==> src/rtl/srx_pkg.sv <==
package srx_pkg;
  localparam int DATA_W = 8;

  typedef enum logic [1:0] {
    PAR_NONE = 2'd0,
    PAR_EVEN = 2'd1,
    PAR_ODD  = 2'd2
  } par_mode_e;

  typedef struct packed {
    logic brk;
    logic frm;
    logic par;
    logic ovr;
  } rx_err_t;

  typedef struct packed {
    logic              addr;
    rx_err_t           err;
    logic [DATA_W-1:0] data;
  } rx_entry_t;
endpackage

==> src/rtl/srx_sync.sv <==
module srx_sync #(
  parameter int STAGES = 2
) (
  input  logic clk_i,
  input  logic rst_ni,
  input  logic d_i,
  output logic q_o
);
  logic [STAGES-1:0] sr;

  always_ff @(posedge clk_i or negedge rst_ni) begin
    if (!rst_ni) sr <= '1;
    else         sr <= {sr[STAGES-2:0], d_i};
  end

  assign q_o = sr[STAGES-1];
endmodule

==> src/rtl/srx_frame.sv <==
module srx_frame
  import srx_pkg::*;
#(
  parameter int OVS = 16
) (
  input  logic              clk_i,
  input  logic              rst_ni,
  input  logic              tick_i,
  input  logic              rx_i,
  input  logic [1:0]        par_mode_i,
  input  logic              two_stop_i,
  output logic              busy_o,
  output logic              valid_o,
  output logic [DATA_W-1:0] data_o,
  output rx_err_t           err_o
);
  localparam int CW = $clog2(OVS);
  localparam int IW = $clog2(DATA_W);
  localparam logic [CW-1:0] MID  = CW'(OVS/2 - 1);
  localparam logic [CW-1:0] LAST = CW'(OVS - 1);
  localparam logic [IW-1:0] TOP  = IW'(DATA_W - 1);

  typedef enum logic [2:0] {
    S_IDLE, S_START, S_DATA, S_PAR, S_STOP1, S_STOP2, S_HOLD
  } st_e;

  st_e               st;
  logic [CW-1:0]     cnt;
  logic [IW-1:0]     idx;
  logic [DATA_W-1:0] shreg;
  logic              ones, pbit, stop_bad;
  logic              valid_q;
  logic [DATA_W-1:0] data_q;
  rx_err_t           err_q;

  logic par_en, odd, mid_tick, fin_brk, fin_bad, par_err;

  always_comb begin
    par_en   = (par_mode_i != PAR_NONE);
    odd      = (par_mode_i == PAR_ODD);
    mid_tick = tick_i && (cnt == LAST);
    fin_brk  = !(ones | rx_i);
    fin_bad  = stop_bad | !rx_i;
    par_err  = par_en && ((^shreg) ^ pbit ^ odd);
  end

  always_ff @(posedge clk_i or negedge rst_ni) begin
    if (!rst_ni) begin
      st       <= S_IDLE;
      cnt      <= '0;
      idx      <= '0;
      shreg    <= '0;
      ones     <= 1'b0;
      pbit     <= 1'b0;
      stop_bad <= 1'b0;
      valid_q  <= 1'b0;
      data_q   <= '0;
      err_q    <= '0;
    end else begin
      valid_q <= 1'b0;
      unique case (st)
        S_IDLE: if (tick_i && !rx_i) begin
          st  <= S_START;
          cnt <= '0;
        end
        S_START: if (tick_i) begin
          if (cnt == MID) begin
            cnt <= '0;
            if (!rx_i) begin
              st       <= S_DATA;
              idx      <= '0;
              ones     <= 1'b0;
              pbit     <= 1'b0;
              stop_bad <= 1'b0;
            end else begin
              st <= S_IDLE;
            end
          end else begin
            cnt <= cnt + 1'b1;
          end
        end
        S_DATA: if (tick_i) begin
          if (mid_tick) begin
            cnt   <= '0;
            shreg <= {rx_i, shreg[DATA_W-1:1]};
            ones  <= ones | rx_i;
            if (idx == TOP) st <= par_en ? S_PAR : S_STOP1;
            else            idx <= idx + 1'b1;
          end else begin
            cnt <= cnt + 1'b1;
          end
        end
        S_PAR: if (tick_i) begin
          if (mid_tick) begin
            cnt  <= '0;
            pbit <= rx_i;
            ones <= ones | rx_i;
            st   <= S_STOP1;
          end else begin
            cnt <= cnt + 1'b1;
          end
        end
        S_STOP1, S_STOP2: if (tick_i) begin
          if (mid_tick) begin
            cnt <= '0;
            if (st == S_STOP1 && two_stop_i) begin
              stop_bad <= !rx_i;
              ones     <= ones | rx_i;
              st       <= S_STOP2;
            end else begin
              valid_q <= 1'b1;
              data_q  <= shreg;
              err_q   <= '{brk: fin_brk, frm: fin_bad | fin_brk, par: par_err, ovr: 1'b0};
              st      <= fin_brk ? S_HOLD : S_IDLE;
            end
          end else begin
            cnt <= cnt + 1'b1;
          end
        end
        S_HOLD: if (tick_i && rx_i) st <= S_IDLE;
        default: st <= S_IDLE;
      endcase
    end
  end

  assign busy_o  = (st != S_IDLE);
  assign valid_o = valid_q;
  assign data_o  = data_q;
  assign err_o   = err_q;

  assert_start_reject_R2: assert property (@(posedge clk_i) disable iff (!rst_ni)
    (st == S_START && tick_i && cnt == MID && rx_i) |=> (st == S_IDLE && !valid_o));
  assert_valid_pulse_R3: assert property (@(posedge clk_i) disable iff (!rst_ni)
    valid_o |=> !valid_o);
  assert_no_par_R4: assert property (@(posedge clk_i) disable iff (!rst_ni)
    (valid_o && par_mode_i == PAR_NONE) |-> !err_o.par);
  assert_break_tags_R6: assert property (@(posedge clk_i) disable iff (!rst_ni)
    (valid_o && err_o.brk) |-> (err_o.frm && data_o == '0));
  assert_break_hold_R6: assert property (@(posedge clk_i) disable iff (!rst_ni)
    (valid_o && err_o.brk) |-> (st == S_HOLD));
endmodule

==> src/rtl/srx_idle.sv <==
module srx_idle #(
  parameter int OVS       = 16,
  parameter int IDLE_BITS = 10
) (
  input  logic clk_i,
  input  logic rst_ni,
  input  logic tick_i,
  input  logic rx_i,
  input  logic busy_i,
  input  logic mode_i,
  input  logic clr_i,
  output logic idle_o
);
  localparam int LIMIT = IDLE_BITS * OVS;
  localparam int CW    = $clog2(LIMIT + 1);
  localparam logic [CW-1:0] LIM   = CW'(LIMIT);
  localparam logic [CW-1:0] LIM_1 = CW'(LIMIT - 1);

  logic [CW-1:0] cnt;
  logic          flag;

  always_ff @(posedge clk_i or negedge rst_ni) begin
    if (!rst_ni) begin
      cnt  <= '0;
      flag <= 1'b0;
    end else begin
      if (busy_i || !rx_i)          cnt <= '0;
      else if (tick_i && cnt != LIM) cnt <= cnt + 1'b1;

      if (clr_i) flag <= 1'b0;
      else if (mode_i && tick_i && !busy_i && rx_i && cnt == LIM_1) flag <= 1'b1;
    end
  end

  assign idle_o = flag;

  assert_idle_clear_R9: assert property (@(posedge clk_i) disable iff (!rst_ni)
    clr_i |=> !idle_o);
  assert_idle_mode_R9: assert property (@(posedge clk_i) disable iff (!rst_ni)
    $rose(idle_o) |-> $past(mode_i));
endmodule

==> src/rtl/srx_fifo.sv <==
module srx_fifo
  import srx_pkg::*;
#(
  parameter int DEPTH = 4
) (
  input  logic      clk_i,
  input  logic      rst_ni,
  input  logic      push_i,
  input  rx_entry_t entry_i,
  input  logic      pop_i,
  output rx_entry_t head_o,
  output logic      empty_o,
  output logic      full_o
);
  localparam int AW = $clog2(DEPTH);
  localparam int NW = $clog2(DEPTH + 1);
  localparam logic [AW-1:0] PMAX = AW'(DEPTH - 1);
  localparam logic [NW-1:0] NMAX = NW'(DEPTH);

  rx_entry_t     mem [DEPTH];
  logic [AW-1:0] wr_ptr, rd_ptr, last_ptr;
  logic [NW-1:0] count;
  logic          do_pop, accept, mark;

  function automatic logic [AW-1:0] step(input logic [AW-1:0] p);
    return (p == PMAX) ? '0 : p + 1'b1;
  endfunction

  always_comb begin
    empty_o  = (count == '0);
    full_o   = (count == NMAX);
    do_pop   = pop_i && !empty_o;
    accept   = push_i && (!full_o || do_pop);
    mark     = push_i && full_o && !do_pop;
    last_ptr = (wr_ptr == '0) ? PMAX : wr_ptr - 1'b1;
  end

  always_ff @(posedge clk_i) begin
    if (accept)    mem[wr_ptr] <= entry_i;
    else if (mark) mem[last_ptr].err.ovr <= 1'b1;
  end

  always_ff @(posedge clk_i or negedge rst_ni) begin
    if (!rst_ni) begin
      wr_ptr <= '0;
      rd_ptr <= '0;
      count  <= '0;
    end else begin
      if (accept) wr_ptr <= step(wr_ptr);
      if (do_pop) rd_ptr <= step(rd_ptr);
      unique case ({accept, do_pop})
        2'b10:   count <= count + 1'b1;
        2'b01:   count <= count - 1'b1;
        default: count <= count;
      endcase
    end
  end

  assign head_o = mem[rd_ptr];

  assert_count_bound_R7: assert property (@(posedge clk_i) disable iff (!rst_ni)
    count <= NMAX);
  assert_full_drop_R5: assert property (@(posedge clk_i) disable iff (!rst_ni)
    (push_i && full_o && !pop_i) |=> (full_o && $stable(wr_ptr)));
  assert_swap_full_R5: assert property (@(posedge clk_i) disable iff (!rst_ni)
    (push_i && full_o && pop_i) |=> full_o);
  assert_pop_frees_R1: assert property (@(posedge clk_i) disable iff (!rst_ni)
    (pop_i && !empty_o && !push_i) |=> !full_o);
endmodule

==> src/rtl/serial_rx_tagged.sv <==
module serial_rx_tagged
  import srx_pkg::*;
#(
  parameter int OVS         = 16,
  parameter int FIFO_DEPTH  = 4,
  parameter int IDLE_BITS   = 10,
  parameter int SYNC_STAGES = 2
) (
  input  logic        clk_i,
  input  logic        rst_ni,
  input  logic        baud_tick_i,
  input  logic        rxd_i,
  input  logic [1:0]  par_mode_i,
  input  logic        two_stop_i,
  input  logic        idle_mode_i,
  input  logic [3:0]  irq_mask_i,
  input  logic        rd_en_i,
  output logic [11:0] rd_data_o,
  output logic        rd_addr_o,
  output logic        empty_o,
  output logic        full_o,
  output logic        idle_o,
  output logic        irq_o
);
  logic              rx_s, busy, chr_valid, idle_flag;
  logic [DATA_W-1:0] chr_data;
  rx_err_t           chr_err;
  rx_entry_t         new_entry, head;

  srx_sync #(.STAGES(SYNC_STAGES)) u_sync (
    .clk_i (clk_i), .rst_ni(rst_ni), .d_i(rxd_i), .q_o(rx_s)
  );

  srx_frame #(.OVS(OVS)) u_frame (
    .clk_i     (clk_i),
    .rst_ni    (rst_ni),
    .tick_i    (baud_tick_i),
    .rx_i      (rx_s),
    .par_mode_i(par_mode_i),
    .two_stop_i(two_stop_i),
    .busy_o    (busy),
    .valid_o   (chr_valid),
    .data_o    (chr_data),
    .err_o     (chr_err)
  );

  srx_idle #(.OVS(OVS), .IDLE_BITS(IDLE_BITS)) u_idle (
    .clk_i (clk_i),
    .rst_ni(rst_ni),
    .tick_i(baud_tick_i),
    .rx_i  (rx_s),
    .busy_i(busy),
    .mode_i(idle_mode_i),
    .clr_i (chr_valid),
    .idle_o(idle_flag)
  );

  assign new_entry = '{addr: idle_flag, err: chr_err, data: chr_data};

  srx_fifo #(.DEPTH(FIFO_DEPTH)) u_fifo (
    .clk_i  (clk_i),
    .rst_ni (rst_ni),
    .push_i (chr_valid),
    .entry_i(new_entry),
    .pop_i  (rd_en_i),
    .head_o (head),
    .empty_o(empty_o),
    .full_o (full_o)
  );

  assign rd_data_o = {head.err, head.data};
  assign rd_addr_o = head.addr;
  assign idle_o    = idle_flag;
  assign irq_o     = !empty_o && |(head.err & irq_mask_i);

  assert_irq_empty_R8: assert property (@(posedge clk_i) disable iff (!rst_ni)
    empty_o |-> !irq_o);
  assert_irq_masked_R8: assert property (@(posedge clk_i) disable iff (!rst_ni)
    (irq_mask_i == 4'b0000) |-> !irq_o);
  assert_flags_excl_R7: assert property (@(posedge clk_i) disable iff (!rst_ni)
    !(empty_o && full_o));
endmodule

==> config.mk <==
export PLATFORM = sky130hd
export DESIGN_NAME = serial_rx_tagged
export DESIGN_NICKNAME = d
export VERILOG_FILES = /design/src/rtl/srx_pkg.sv /design/src/rtl/srx_sync.sv /design/src/rtl/srx_frame.sv /design/src/rtl/srx_idle.sv /design/src/rtl/srx_fifo.sv /design/src/rtl/serial_rx_tagged.sv
export SDC_FILE = /design/constraint.sdc
export NUM_CORES = 1
export LEC_CHECK = 0
export BUFFER_PORTS_ARGS = -buffer_cell sky130_fd_sc_hd__buf_2
export CORE_MARGIN = 5
export CORE_UTILIZATION = 48
export CTS_CLUSTER_DIAMETER = 100
export DETAILED_ROUTE_END_ITERATION = 7
export GPL_TIMING_DRIVEN = 0
export MAX_ROUTING_LAYER = met4
export PLACE_DENSITY = 0.65
export SYNTH_ARGS = -nofsm -noshare
export SYNTH_HDL_FRONTEND = slang
export SYNTH_HIERARCHICAL = 1
export SYNTH_SLANG_ARGS = --single-unit
==> constraint.sdc <==
create_clock -name clk_i -period 3.2 [get_ports clk_i]
set_input_delay 0.32 -clock clk_i [delete_from_list [all_inputs] [get_ports clk_i]]
set_output_delay 0.32 -clock clk_i [all_outputs]
set_load 0.05 [all_outputs]
=== Word-level counts from Yosys, hierarchy flattened ===
Memory sizes are Yosys's and may differ from the RTL's.
Index checks and enable logic that the tools add are counted.
W data, S select, Z words.

* Output and inout port bits: 17
* Memories: 1
* Flip-flop bits (word level): 51
* Word-level logic and storage cells: 183
* Memory bits (writable): 52
* Input bits: 13

* Add/subtract/negate cells: 8
* Eq/ne operators: 34
* Bitwise gates (word level): 7
* Reduce and logical (&&, ||, !) cells: 50
* Muxes and demuxes: 65

{| class="wikitable"
|+ Memories
! name !! depth !! width !! read ports !! clocked after memory_dff !! write ports !! line !! source
|-
| u_fifo.mem || 4 || 13 || 1 || 0 || 1 || srx_fifo.sv:20 || <nowiki>rx_entry_t mem [DEPTH];</nowiki>
|}

{| class="wikitable"
|+ Operator list
! cell !! count
|-
| $mux W3 || 20
|-
| $mux W1 || 24
|-
| $ne A2 B1 Y1 const B || 11
|-
| $mux W4 || 5
|-
| $pmux W3 S6 || 1
|-
| $mux W8 || 2
|-
| $eq A3 B3 Y1 const B || 5
|-
| $logic_and A1 B1 Y1 || 15
|-
| $reduce_and A7 Y1 || 2
|-
| $reduce_bool A2 Y1 || 7
|-
| $mux W13 || 1
|-
| $reduce_or A13 Y1 || 1
|-
| $mux W2 || 6
|-
| $ne A2 B2 Y1 const B || 6
|-
| $pmux W3 S2 || 2
|-
| $pmux W4 S3 || 1
|-
| $reduce_and A11 Y1 || 1
|-
| $reduce_and A9 Y1 || 1
|-
| $reduce_bool A3 Y1 || 3
|-
| $add A8 B1 Y8 const B || 1
|-
| $eq A2 B2 Y1 const B || 4
|-
| $eq A8 B8 Y1 const B || 1
|-
| $ne A8 B8 Y1 const B || 1
|-
| $reduce_and A4 Y1 || 2
|-
| 25 further kinds || 41
|}

=== Longest topological paths before layout ===
Gate-level depths: netlist (run 1).

* Word-level depth: 10
* Mapped depth: 8
* Depth with buffers taken out: 6

=== Cells and area by module ===
Netlist (run 1), hierarchy kept.

{| class="wikitable"
|+ By module, submodules not included
! module !! sequential area each (sq um) !! area an instance (sq um) !! cells each !! instances
|-
| srx_fifo || 1736.7 || 2542.4 || 150 || 1
|-
| srx_frame || 825.8 || 1858.0 || 173 || 1
|-
| srx_idle || 225.2 || 505.5 || 53 || 1
|-
| srx_sync || 52.6 || 52.6 || 2 || 1
|-
| serial_rx_tagged || 0.0 || 20.0 || 3 || 1
|}

=== Worst setup path before layout (run 1) ===
Ideal clock, no wire load.

* Path kind: register -> register
* Start point: register, netlist name u_fifo/count[2]
* End point: memory u_fifo/mem[0][10] (netlist bit) (data pin)
* Cell stages (with the launch flop): 6
* Data arrival time: 2339 ps
* Setup slack: 598 ps
* Period minus slack after synthesis: 2602 ps
* Library setup time: 263 ps
* Required time: 2937 ps
* Path buffers: 2
* Path through: dfrtp_1 -> buf_2 -> nor3b_1 -> nand3b_1 -> clkbuf_1 -> and2_1

{| class="wikitable"
|+ RTL lines
! item !! line
|-
| end, declared || srx_fifo.sv:20
|}

=== Worst setup path after layout (run 1) ===
* Start point: register u_fifo.rd_ptr[0]
* End point: output irq_o

* Longest elaborated chain between the ends: 4

{| class="wikitable"
|+ Ends and longest elaborated chain
! item !! line !! source
|-
| start, declared || srx_fifo.sv:21 || <nowiki>logic [AW-1:0] wr_ptr, rd_ptr, last_ptr;</nowiki>
|-
| start signal, assigned || srx_fifo.sv:50 || <nowiki>if (do_pop) rd_ptr <= step(rd_ptr);</nowiki>
|-
| $mem_v2 Z4 W13 || - ||
|-
| $and A4 B4 Y4 || serial_rx_tagged.sv:74 || <nowiki>assign irq_o = !empty_o && |(head.err & irq_mask_i);</nowiki>
|-
| $reduce_or A4 Y1 || serial_rx_tagged.sv:74 ||
|-
| $logic_and A1 B1 Y1 || serial_rx_tagged.sv:74 ||
|-
| end, declared || serial_rx_tagged.sv:23 || <nowiki>output logic irq_o</nowiki>
|}

Every way passes these cells.

==> results of run 1 <==
## layer usage
metal | share of wire, % | GRT usage (%) | vias up
met5 | 0 | - | -
met3 | 4.7 | 3.21 | 10
met2 | 48 | 24.2 | 90
met1 | 46 | 20.5 | 1532
li1 | - | - | 1490
met4 | 1.3 | 4.38 | 0
## cell usage after synthesis (3+ instances only)
library cell  count
mux2_4           10
nor2_1           18
nand3_1           4
nor3_1            4
clkbuf_1          5
o211ai_1          4
nor2b_1           5
a31oi_1           4
edfxtp_1         52
mux2i_1           3
o21ai_0          17
and2_1           12
a22o_1            3
nand2_1          33
mux2_1            6
or3_1             5
xor2_1            4
inv_1            15
mux4_2           13
a21oi_1           9
buf_2             8
o31ai_1           5
nand4_1           3
ha_1             12
nand3b_1          3
o32ai_1           3
nand2b_1          9
xnor2_1           5
o21ai_1           7
dfrtp_1          49
mux2_2            8
nor3b_1           3
o41ai_1           3
## logic make-up after synthesis
kind of cell | Yosys count
xor+xnor | 10
mux | 40
other cells | 1
fa+ha+maj | 13
buf+inv | 34
flops | 103
simple gates | 111
compound gates | 69
## worst reg2reg max path: stages, from the launching register on
cell	delay (ps)
dfrtp_1	420
clkbuf_1	420
nand3_1	250
nor2_1	1000
## flip-flops by register name, summed over array words and instances (netlist names)
register and count:
u_fifo/count 3, u_fifo/mem 52, u_fifo/rd_ptr 2, u_fifo/wr_ptr 2, u_frame/cnt 4, u_frame/data_o 8, u_frame/err_o 3, u_frame/idx 3
u_frame/ones 1, u_frame/pbit 1, u_frame/shreg 8, u_frame/st 3, u_frame/stop_bad 1, u_frame/valid_o 1, u_idle/cnt 8, u_idle/idle_o 1
u_sync/sr 2
## power groups by stage
| stage | combinational (W) | clock, W | sequential [W] |
|---|---|---|---|
| 2_1_floorplan | 0.00113 | 0 | 0.00156 |
| 3_3_place_gp | 0.00139 | 0 | 0.00158 |
| 3_5_place_dp | 0.00141 | 0 | 0.00158 |
| 4_1_cts | 0.00142 | 0.000837 | 0.00156 |
| 5_1_grt | 0.00155 | 0.000901 | 0.00157 |
| 6_report | 0.00141 | 0.000810 | 0.00156 |
## metrics by stage
step / worst slack (ps) / std cells / hold slack (ps) / total power, W
3_5_place_dp: 780 / 546 / 347 / 0.00300
3_3_place_gp: 330 / 545 / 346 / 0.00297
5_1_grt: 299 / 562 / 20.6 / 0.00402
4_1_cts: 434 / 562 / 18.5 / 0.00381
2_1_floorplan: 598 / 381 / 24.4 / 0.00269
6_report: 511 / 562 / 43.8 / 0.00377
## path summary, 6_finish.rpt
kind | start | end | slack (ps) | cells after the start
worst max-delay path | u_fifo/rd_ptr[0]$_DFFE_PN0N_ | irq_o | 510 | 6
worst min-delay path | rxd_i | u_sync/sr[0]$_DFF_PN1_ | 40 | 1
worst max register to register | u_frame/valid_o$_DFF_PN0_ | u_fifo/mem[3][11]$_DFFE_PP_ | 720 | 3
worst min register to register | u_sync/sr[0]$_DFF_PN1_ | u_sync/sr[1]$_DFF_PN1_ | 360 | 0
max in group asynchronous | rst_ni | u_fifo/rd_ptr[0]$_DFFE_PN0N_ | 2330 | 1
min in group asynchronous | rst_ni | u_frame/idx[1]$_DFFE_PN0P_ | 160 | 1
## layout make-up
class / instances / area (µm²)
buffer: 17 / 96.3
timing repair buffer: 29 / 151
inverter: 17 / 63.8
clock buffer: 9 / 124
multi-input combinational: 244 / 1980
fill: 865 / 4730
tap: 136 / 170
clock inverter: 7 / 76.3
sequential: 103 / 2840
==> results.md, run 1 <==
- Crit-path slowest cell: mux4_2
- Worst setup EP type: primary output
- Number of global-route vias before repair: 3,035
- Part of the power in combinational logic: 37.3%
- DRC Markers: 0
- I/O Buffers: 28
- Fmax: 372 MHz
- Fin util: 53.8%
- Number of flops mapped to enable cells by yosys: 52
- Max-Slew Margin vs Limit: 15.4%
- Post-synthesis register bit count: 103
- PD cells: 685 nW/µm²
- Clock latency on the worst-skew pair: 370 ps
- Top post-synthesis cells by area: edfxtp_1 (31%), dfrtp_1 (25%), mux4_2 (5.9%), ha_1 (3.0%), mux2_4 (3.0%)
- Cell taking the most area after synthesis: edfxtp_1
- Top cell by count, worst path: buf_2
- Commonest non-fill, non-tap cell in the layout: edfxtp_1
- Number of max-cap violations: 0
- Synth Area in Compound Gates: 9.30%
- Total CTS buffers: 9
- I/O pin count: 30
- Sequential share of power: 41.3%
- Seq/Total Area, Yosys: 57.0%
- Delay-heaviest family, CP: buffers and inverters
- WP data arrival: 2370 ps
- Num Clock Sinks: 103
- Fraction of layout cells with a size suffix above 1: 23.9%
- Vias per inst: 5.56
- Final Hold Fails: 0
- TritonRoute pass-1 iters: 7
- Setup TNS: 0 ps
- Cts repair resizes: 0
- Layout area overhead: 10.6%
- Internal: 0.00227 W
- Sw Ratio: 39.7%
- CTS tree: built
- Synth async-reset ratio: 49.5%
- Root buf cell: clkbuf_8
- Critical path fanouts, max: 10
- Hold Crit Class: input pin to flop
- Final setup viols: 0
- Worst VDD drop: 0.357 mV
- Top-area cell type share of the netlist area: 31.4%
- Clk slew on worst S/H paths: 100 ps
- Number of buffers and inverters on the critical path: 3
- Adder-Cell Fraction of Synth Area: 3.42%
- WL/cell: 15.7 µm
- Mean Syn Cell Area: 13.1 µm²
- Warnings, synthesis: 6
- NumNets Final: 447
- Setup Fix Bufs, Post-CTS: 0
- Final worst-path cycle share: 84.0%
- Total leakage power: 2.22 nW
- Initial antenna violation count: 0
- Critical path class: flop to primary output
- Xor-xnor portion of the synthesized cell area: 2.04%
- GR Overflow Total: 0
- Die area: 12,500 µm²
- Tot GR Track Use: 15.4%
- CP Cell Sequence: buf_2 > buf_2 > mux4_2 > a22oi_1 > a21oi_1 > buf_2
- Final slew viol count: 0
- Largest net degree at the start of global routing: 52
- DR iter-0 viols: 155
- Final wirelength: 8830 µm
- Commonest non-fill, non-tap cells in the layout: edfxtp_1 (52), dfrtp_1 (49), buf_2 (36), nand2_1 (33), nor2_1 (18)
- Number of cells produced by synthesis: 381
- Mapped Nets: 407
- Worst stage delay on the critical path: 570 ps
- Post-DP Area: 5310 µm²
- Syn Std Cell Area: 4980 µm²
- HPWL Detailed: 6280 µm
- Post-CTS Hold Fix Bufs: 0
- Largest family of logic cells by synthesized area: multiplexers
- Via count: 3,122
- Clock power share: 21.5%
- Worst EP required: 2880 ps
- Antenna cells: 0
- Status: finished, final reports clean
- Number of distinct library cells after synthesis: 63
- First-pass GRT wire length: 15,100 µm
- Mux cell area share after synthesis: 12.7%
- H-tree Lvls: 3
- Final instance area: 5510 µm²
- Antenna violation net count after detailed routing: 0
- Starting Density: 48.7%
- Area share of and/or/nand/nor cells after synthesis: 12.2%
- Post-route minimum period: 2690 ps
- Clk buf depth: 2
- RePlAce Congestion: 0.876
- Worst slew pin tran: 1260 ps
- Top FF cell, synth: edfxtp_1
- Clock Skew: 13.5 ps
- Overall die width: 112 µm
- Unrepaired setup endpoints after global routing: false
- Vert. Die Dim: 112 µm
- CORE AREA: 10,200 µm²
- Psw: 0.00150 W
- CP startpoint kind: flop
- Num rows: 37
No activity file was read; power rests on OpenSTA's default activity.
==> inputs of run 2 (changes only) <==
- ABC_AREA: default -> 1
- PLACE_DENSITY: 0.65 -> 0.68
- clock period: 3.2 -> 2.45 ns (I/O delays scaled with it)
==> results.md, run 2 <==
- Status: finished, final reports clean
- WL/cell: 13.2 µm (-16%)
- Critical path fanouts, max: 10 (unchanged)
- DRC Markers: 0 (unchanged)
- Part of the power in combinational logic: 44.2% (+6.9 points)
- First-pass GRT wire length: 17,100 µm (+14%)
- Clock latency on the worst-skew pair: 360 ps (about the same)
- Sequential share of power: 37.1% (-4.2 points)
- Fin util: 55.2% (+1.4 points)
- Number of cells produced by synthesis: 573 (+50%)
- Final slew viol count: 0 (unchanged)
- Post-synthesis register bit count: 103 (unchanged)
- Number of distinct library cells after synthesis: 42 (-33%)
- Syn Std Cell Area: 5140 µm² (+3.2%)
- Post-DP Area: 5480 µm² (+3.3%)
- Clock power share: 18.7% (-2.8 points)
- NumNets Final: 642 (+44%)
- Antenna violation net count after detailed routing: 0 (unchanged)
- Total CTS buffers: 9 (unchanged)
- WP data arrival: 2050 ps (-320 ps)
- RePlAce Congestion: 0.872 (-0.46%)
- Initial antenna violation count: 0 (unchanged)
- Worst VDD drop: 0.874 mV (+140%)
- Unrepaired setup endpoints after global routing: false
- Worst R2R Setup Slack: 350 ps (-370 ps)
- Tot GR Track Use: 16.8% (+1.4 points)
- Worst setup EP type: primary output
- Vert. Die Dim: 113 µm (+1.5%)
- Top FF cell, synth: edfxtp_1
- Worst EP required: 2200 ps (-680 ps)
- Vias per inst: 5.08 (-8.5%)
- Layout area overhead: 11.3%
- Sw Ratio: 45.5% (+5.8 points)
- Biggest register: u_fifo/mem
- Final instance area: 5720 µm² (+3.9%)
- # fillers: 944 (+9.1%)
- CTS tree: built
- TritonRoute pass-1 iters: 4 (-3)
- Clock Skew: 10.1 ps (-3.45 ps)
- Largest net degree at the start of global routing: 52 (unchanged)
- Root buf cell: clkbuf_8
- Placed instance count: 738 (+35%)
- Tot Pwr: 0.00548 W (+45%)
- Via count: 3,846 (+23%)
- PD cells: 958 nW/µm² (+40%)
- Psw: 0.00250 W (+66%)
- Antenna cells: 0 (unchanged)
- Critical path class: flop to primary output
- Worst slew pin tran: 1150 ps (-112 ps)
- Non-Filler Instances: 757 (+35%)
- Commonest non-fill, non-tap cells in the layout: nand2_1 (142), nor2_1 (60), inv_1 (58), edfxtp_1 (52), dfrtp_1 (49)
- GR Overflow Total: 0 (unchanged)
- Final Hold Fails: 0 (unchanged)
- HPWL Detailed: 7070 µm (+13%)
- Mapped Nets: 599 (+47%)
- Max-Slew Margin vs Limit: 23.2% (+7.8 points)
- Total leakage power: 2.64 nW (+19%)
- Number of max-cap violations: 0 (unchanged)
- Warnings, synthesis: 6 (unchanged)
- Most common cell in the netlist: nand2_1
- Num Clock Sinks: 103 (unchanged)
- Top-area cell type share of the netlist area: 30.4% (-0.98 points)
- Synth async-reset ratio: 49.5% (unchanged)
- Worst r2r src: u_fifo/wr_ptr[0]$_DFFE_PN0P_
- I/O Buffers: 29 (+3.6%)
- Final worst-path cycle share: 93.8%
- Overall die width: 113 µm (+1.5%)
- Hold Crit Class: input pin to async pin
- Worst-case hold slack: 84.5 ps (+40.7 ps)
- Final wirelength: 10,000 µm (+14%)
- DR iter-0 viols: 254 (+64%)
- Die area: 12,900 µm² (+2.9%)
- I/O pin count: 30 (unchanged)
- Fmax: 435 MHz
- CP startpoint kind: flop
- Num rows: 37 (unchanged)
- RR Endpoint: u_fifo/mem[3][12]$_DFFE_PP_
- Starting Density: 49.6% (+0.89 points)
- H-tree Lvls: 3 (unchanged)
- Post-route minimum period: 2300 ps
- Seq/Total Area, Yosys: 55.3% (-1.8 points)
- Top post-synthesis cells by area: edfxtp_1 (30%), dfrtp_1 (24%), nand2_1 (10%), nor2_1 (4.7%), inv_1 (4.3%)
- Internal: 0.00299 W (+31%)
- Number of flops mapped to enable cells by yosys: 52 (unchanged)
- Fraction of layout cells with a size suffix above 1: 18.4% (-5.6 points)
- Mean Syn Cell Area: 8.97 µm² (-31%)
- Clk slew on worst S/H paths: 110 ps (about the same)
- Commonest non-fill, non-tap cell in the layout: nand2_1
- Most common library cells after synthesis: nand2_1 (142), nor2_1 (65), inv_1 (59), edfxtp_1 (52), dfrtp_1 (49)
- Clk buf depth: 2 (unchanged)
- R2R cell count: 7 (+4)
- Number of global-route vias before repair: 3,823 (+26%)
- Final setup viols: 0 (unchanged)
- Max reg flops: 52 (unchanged)
- Cell taking the most area after synthesis: edfxtp_1
- CORE AREA: 10,400 µm² (+1.4%)
## run 2: cell types whose count changed after synthesis, moves of 10 or more
| cell | change |
|---|---|
| nand2_1 | +109 |
| nor2_1 | +47 |
| inv_1 | +44 |
| nand3_1 | +27 |
| o21ai_0 | +23 |
| o21ai_1 | +15 |
| mux4_2 | -13 |
| and2_1 | -11 |
| inv_2 | +11 |
| o22ai_1 | +11 |
| mux2_4 | -10 |
## run 2: how the worst max path moves through the flow
stage,cells past startpoint,to,startpoint
2_1_floorplan,9,irq_o,u_fifo/rd_ptr[0]$_DFFE_PN0N_
3_3_place_gp,7,u_fifo/mem[3][3]$_DFFE_PP_,u_fifo/wr_ptr[0]$_DFFE_PN0P_
3_5_place_dp,7,u_fifo/mem[3][3]$_DFFE_PP_,u_fifo/wr_ptr[0]$_DFFE_PN0P_
4_1_cts,7,u_fifo/mem[2][11]$_DFFE_PP_,u_fifo/wr_ptr[0]$_DFFE_PN0P_
5_1_grt,10,irq_o,u_fifo/rd_ptr[0]$_DFFE_PN0N_
6_report,9,irq_o,u_fifo/rd_ptr[0]$_DFFE_PN0N_
## run 2: logic make-up after synthesis
| kind of cell | synth area share, % |
|---|---|
| other cells | 0.0730 |
| flops | 55.3 |
| xor+xnor | 0.852 |
| compound gates | 9.93 |
| fa+ha+maj | 3.31 |
| simple gates | 24.0 |
| buf+inv | 6.60 |
## run 2: worst max-delay path, stage by stage, from the launching register on
cell,delay [ps]
dfrtp_1,370
buf_4,190
clkbuf_2,270
o21ai_0,150
o22ai_2,200
nand2_1,90
nand2_1,60
nor2_1,50
nor2_2,60
buf_2,260
## run 2: per-stage QoR
step	setup TNS (ps)	setup WS (ps)
CTS	0	2.25
floorplan	0	152
finish	0	152
global route	0	0.0306
detailed placement	-274	-23.8
global placement	0	21.4
## run 2: repair_timing
item / 4_1_cts / 5_1_grt
hold buffers: 1 / 0
hold endpoints to repair: 1 / 0
setup buffers: 2 / 0
gates resized for setup: 8 / 8
endpoints found under the setup margin: 13 / 37
## run 2: metal layers
layer  GRT usage, %  part of all wire, %
met1           20.7                   46
met2           28.4                   49
met3           2.12                  3.4
met4           6.49                  1.3
met5              -                    0
## run 2: area by class of cell
| class | instances | area [µm²] | share of cell area (%) |
|---|---|---|---|
| Multi-Input combinational cell | 384 | 2000 | 34.9 |
| Sequential cell | 103 | 2840 | 49.6 |
| Tap cell | 136 | 170 | 2.97 |
| Buffer | 12 | 72.6 | 1.27 |
| Clock buffer | 9 | 124 | 2.17 |
| Clock inverter | 7 | 63.8 | 1.12 |
| Timing Repair Buffer | 32 | 170 | 2.97 |
| Inverter | 74 | 283 | 4.94 |
## run 2: power groups by stage
stage	Clock, W	Combinational, W	Sequential [W]
after global placement	0	0.00233	0.00206
after global routing	0.00113	0.00265	0.00206
after detailed placement	0	0.00237	0.00207
after floorplan	0	0.00185	0.00204
final	0.00102	0.00242	0.00204
after CTS	0.00105	0.00243	0.00203
==> inputs of run 3 (changes only) <==
- CTS_BUF_LIST: default -> sky130_fd_sc_hd__clkbuf_4
==> results.md, run 3 (synthesis gave the netlist of run 2 again) <==
- I/O Buffers: 29 (unchanged)
- Final worst-path cycle share: 97.2% (+3.4 points)
- Die area: 12,900 µm² (unchanged)
- Tot GR Track Use: 17.0% (+0.15 points)
- Post-route minimum period: 2380 ps (+84.4 ps)
- DR iter-0 viols: 191 (-25%)
- Final instance area: 5690 µm² (-0.61%)
- Total leakage power: 2.62 nW (-0.62%)
- RR Endpoint: u_fifo/mem[3][12]$_DFFE_PP_
- WL met2: 4850 µm (-2.0%)
- RePlAce Congestion: 0.872 (unchanged)
- Fraction of layout cells with a size suffix above 1: 18.5% (+0.13 points)
- Non-Filler Instances: 758 (+0.13%)
- HPWL Detailed: 7070 µm (unchanged)
- Largest net degree at the start of global routing: 52 (unchanged)
- Num Clock Sinks: 103 (unchanged)
- Overall die width: 113 µm (unchanged)
- Via count: 3,860 (+0.36%)
- Wire length on met3: 397 µm (+16%)
- CP startpoint: u_fifo/rd_ptr[0]$_DFFE_PN0N_
- Clk slew on worst S/H paths: 160 ps (+50 ps)
- Clk buf depth: 2 (unchanged)
- H-tree Lvls: 3 (unchanged)
- CORE AREA: 10,400 µm² (unchanged)
- CTS tree: built
- Clock latency on the worst-skew pair: 480 ps (+120 ps)
- Commonest non-fill, non-tap cell in the layout: nand2_1
- I/O pin count: 30 (unchanged)
- Unrepaired setup endpoints after global routing: true
- CP startpoint kind: flop
- Status: finished, final reports clean
- Total CTS buffers: 9 (unchanged)
- Post-DP Area: 5480 µm² (unchanged)
- Initial antenna violation count: 0 (unchanged)
- Worst VDD drop: 0.865 mV (-0.98%)
- Antenna violation net count after detailed routing: 0 (unchanged)
- First-pass GRT wire length: 17,100 µm (-0.52%)
- Hold Path Sink: u_idle/idle_o$_DFFE_PN0P_
- Final wirelength: 10,100 µm (+0.27%)
- Biggest register: u_fifo/mem
- Worst R2R Setup Slack: 340 ps (about the same)
- Hold_sp: idle_mode_i
- Max-Slew Margin vs Limit: 22.9% (-0.33 points)
- Max reg flops: 52 (unchanged)
- Critical path fanouts, max: 10 (unchanged)
- Hold Crit Class: input pin to flop
- Worst Hold Path Cells: 5
- Antenna cells: 0 (unchanged)
- Fmax: 420 MHz (-3.5%)
- DRC Markers: 0 (unchanged)
- Root buf cell: clkbuf_4
- GR Overflow Total: 0 (unchanged)
- Number of max-cap violations: 0 (unchanged)
- Final slew viol count: 0 (unchanged)
- WL/cell: 13.3 µm (+0.14%)
- Starting Density: 49.6% (unchanged)
- Worst r2r src: u_fifo/wr_ptr[0]$_DFFE_PN0P_
- Final setup viols: 0 (unchanged)
- Top sig layer: met4
- Layout area overhead: 10.6%
- Worst EP required: 2200 ps (about the same)
- Num rows: 37 (unchanged)
- Worst setup EP type: primary output
- Critical path class: flop to primary output
- Vert. Die Dim: 113 µm (unchanged)
- Placed instance count: 738 (unchanged)
- Vias per inst: 5.09 (+0.23%)
- TritonRoute pass-1 iters: 5 (+1)
- R2R cell count: 7 (unchanged)
- Final Hold Fails: 0 (unchanged)
- NumNets Final: 643 (+0.16%)
- Worst slew pin tran: 1160 ps (+4.92 ps)
- Number of global-route vias before repair: 3,811 (-0.31%)
- Clock Skew: 16.6 ps (+6.53 ps)
- WP data arrival: 2140 ps (+90 ps)
- Wl on met1: 4570 µm (-0.70%)
- PD cells: 940 nW/µm² (-1.9%)
- Commonest non-fill, non-tap cells in the layout: nand2_1 (142), nor2_1 (59), inv_1 (58), edfxtp_1 (52), dfrtp_1 (49)
[run 3: per-layer routing]
| layer | vias to the layer above | GRT usage (%) |
|---|---|---|
| met4 | 0 | 8.41 |
| li1 | 1968 | - |
| met3 | 21 | 2.28 |
| met1 | 1796 | 20.6 |
| met2 | 75 | 27.9 |
| met5 | - | - |
[run 3: metrics by stage]
stage | total power [W] | utilization (%) | hold WS, ps | setup WS (ps) | TNS (ps)
finish | 0.00534 | 54.8 | 102 | 67.5 | 0
global placement | 0.00439 | 52.9 | 346 | 21.4 | 0
CTS | 0.00537 | 54.7 | 82.7 | 7.91 | 0
floorplan | 0.00389 | - | -50.6 | 152 | 0
global route | 0.00569 | 54.8 | 125 | -58.8 | -58.8
detailed placement | 0.00444 | 52.9 | 348 | -23.8 | -274
[run 3: final cells by class]
cell class	count	area, µm²
fillers	951	4680
well taps	136	170
clock inverters	7	63.8
repair buffers	33	183
flip-flops and latches	103	2840
plain buffers	12	78.8
multi-input cells	384	2000
clock buffers	9	67.6
inverters	74	283
[run 3: critical path, cell delays in order, from the launching register on]
cell,delay [ps]
dfrtp_1,420
buf_6,170
clkinvlp_4,140
buf_4,200
o21ai_1,170
o22ai_2,100
nand2_1,90
nand2_1,60
nor2_2,110
nor2_2,40
buf_4,180
[run 3: what timing repair did]
action,CTS,global route
setup buffers,2,0
resized for setup,14,6
endpoints found under the setup margin,22,25
endpoints found under the hold margin,9,0
hold buffers,2,0
[run 3: worst max path at each step]
stage / slack, ps / to
after floorplan: 150 / irq_o
after global placement: 20 / u_fifo/mem[3][3]$_DFFE_PP_
after detailed placement: -20 / u_fifo/mem[3][3]$_DFFE_PP_
after CTS: 8 / u_fifo/mem[0][12]$_DFFE_PP_
after global routing: -60 / irq_o
final: 70 / irq_o
[run 3: where the power goes]
part           internal [W]  total, W  switching (W)
clock              0.000234  0.000856       0.000623
sequential          0.00192   0.00204       0.000124
combinational      0.000699   0.00245        0.00175
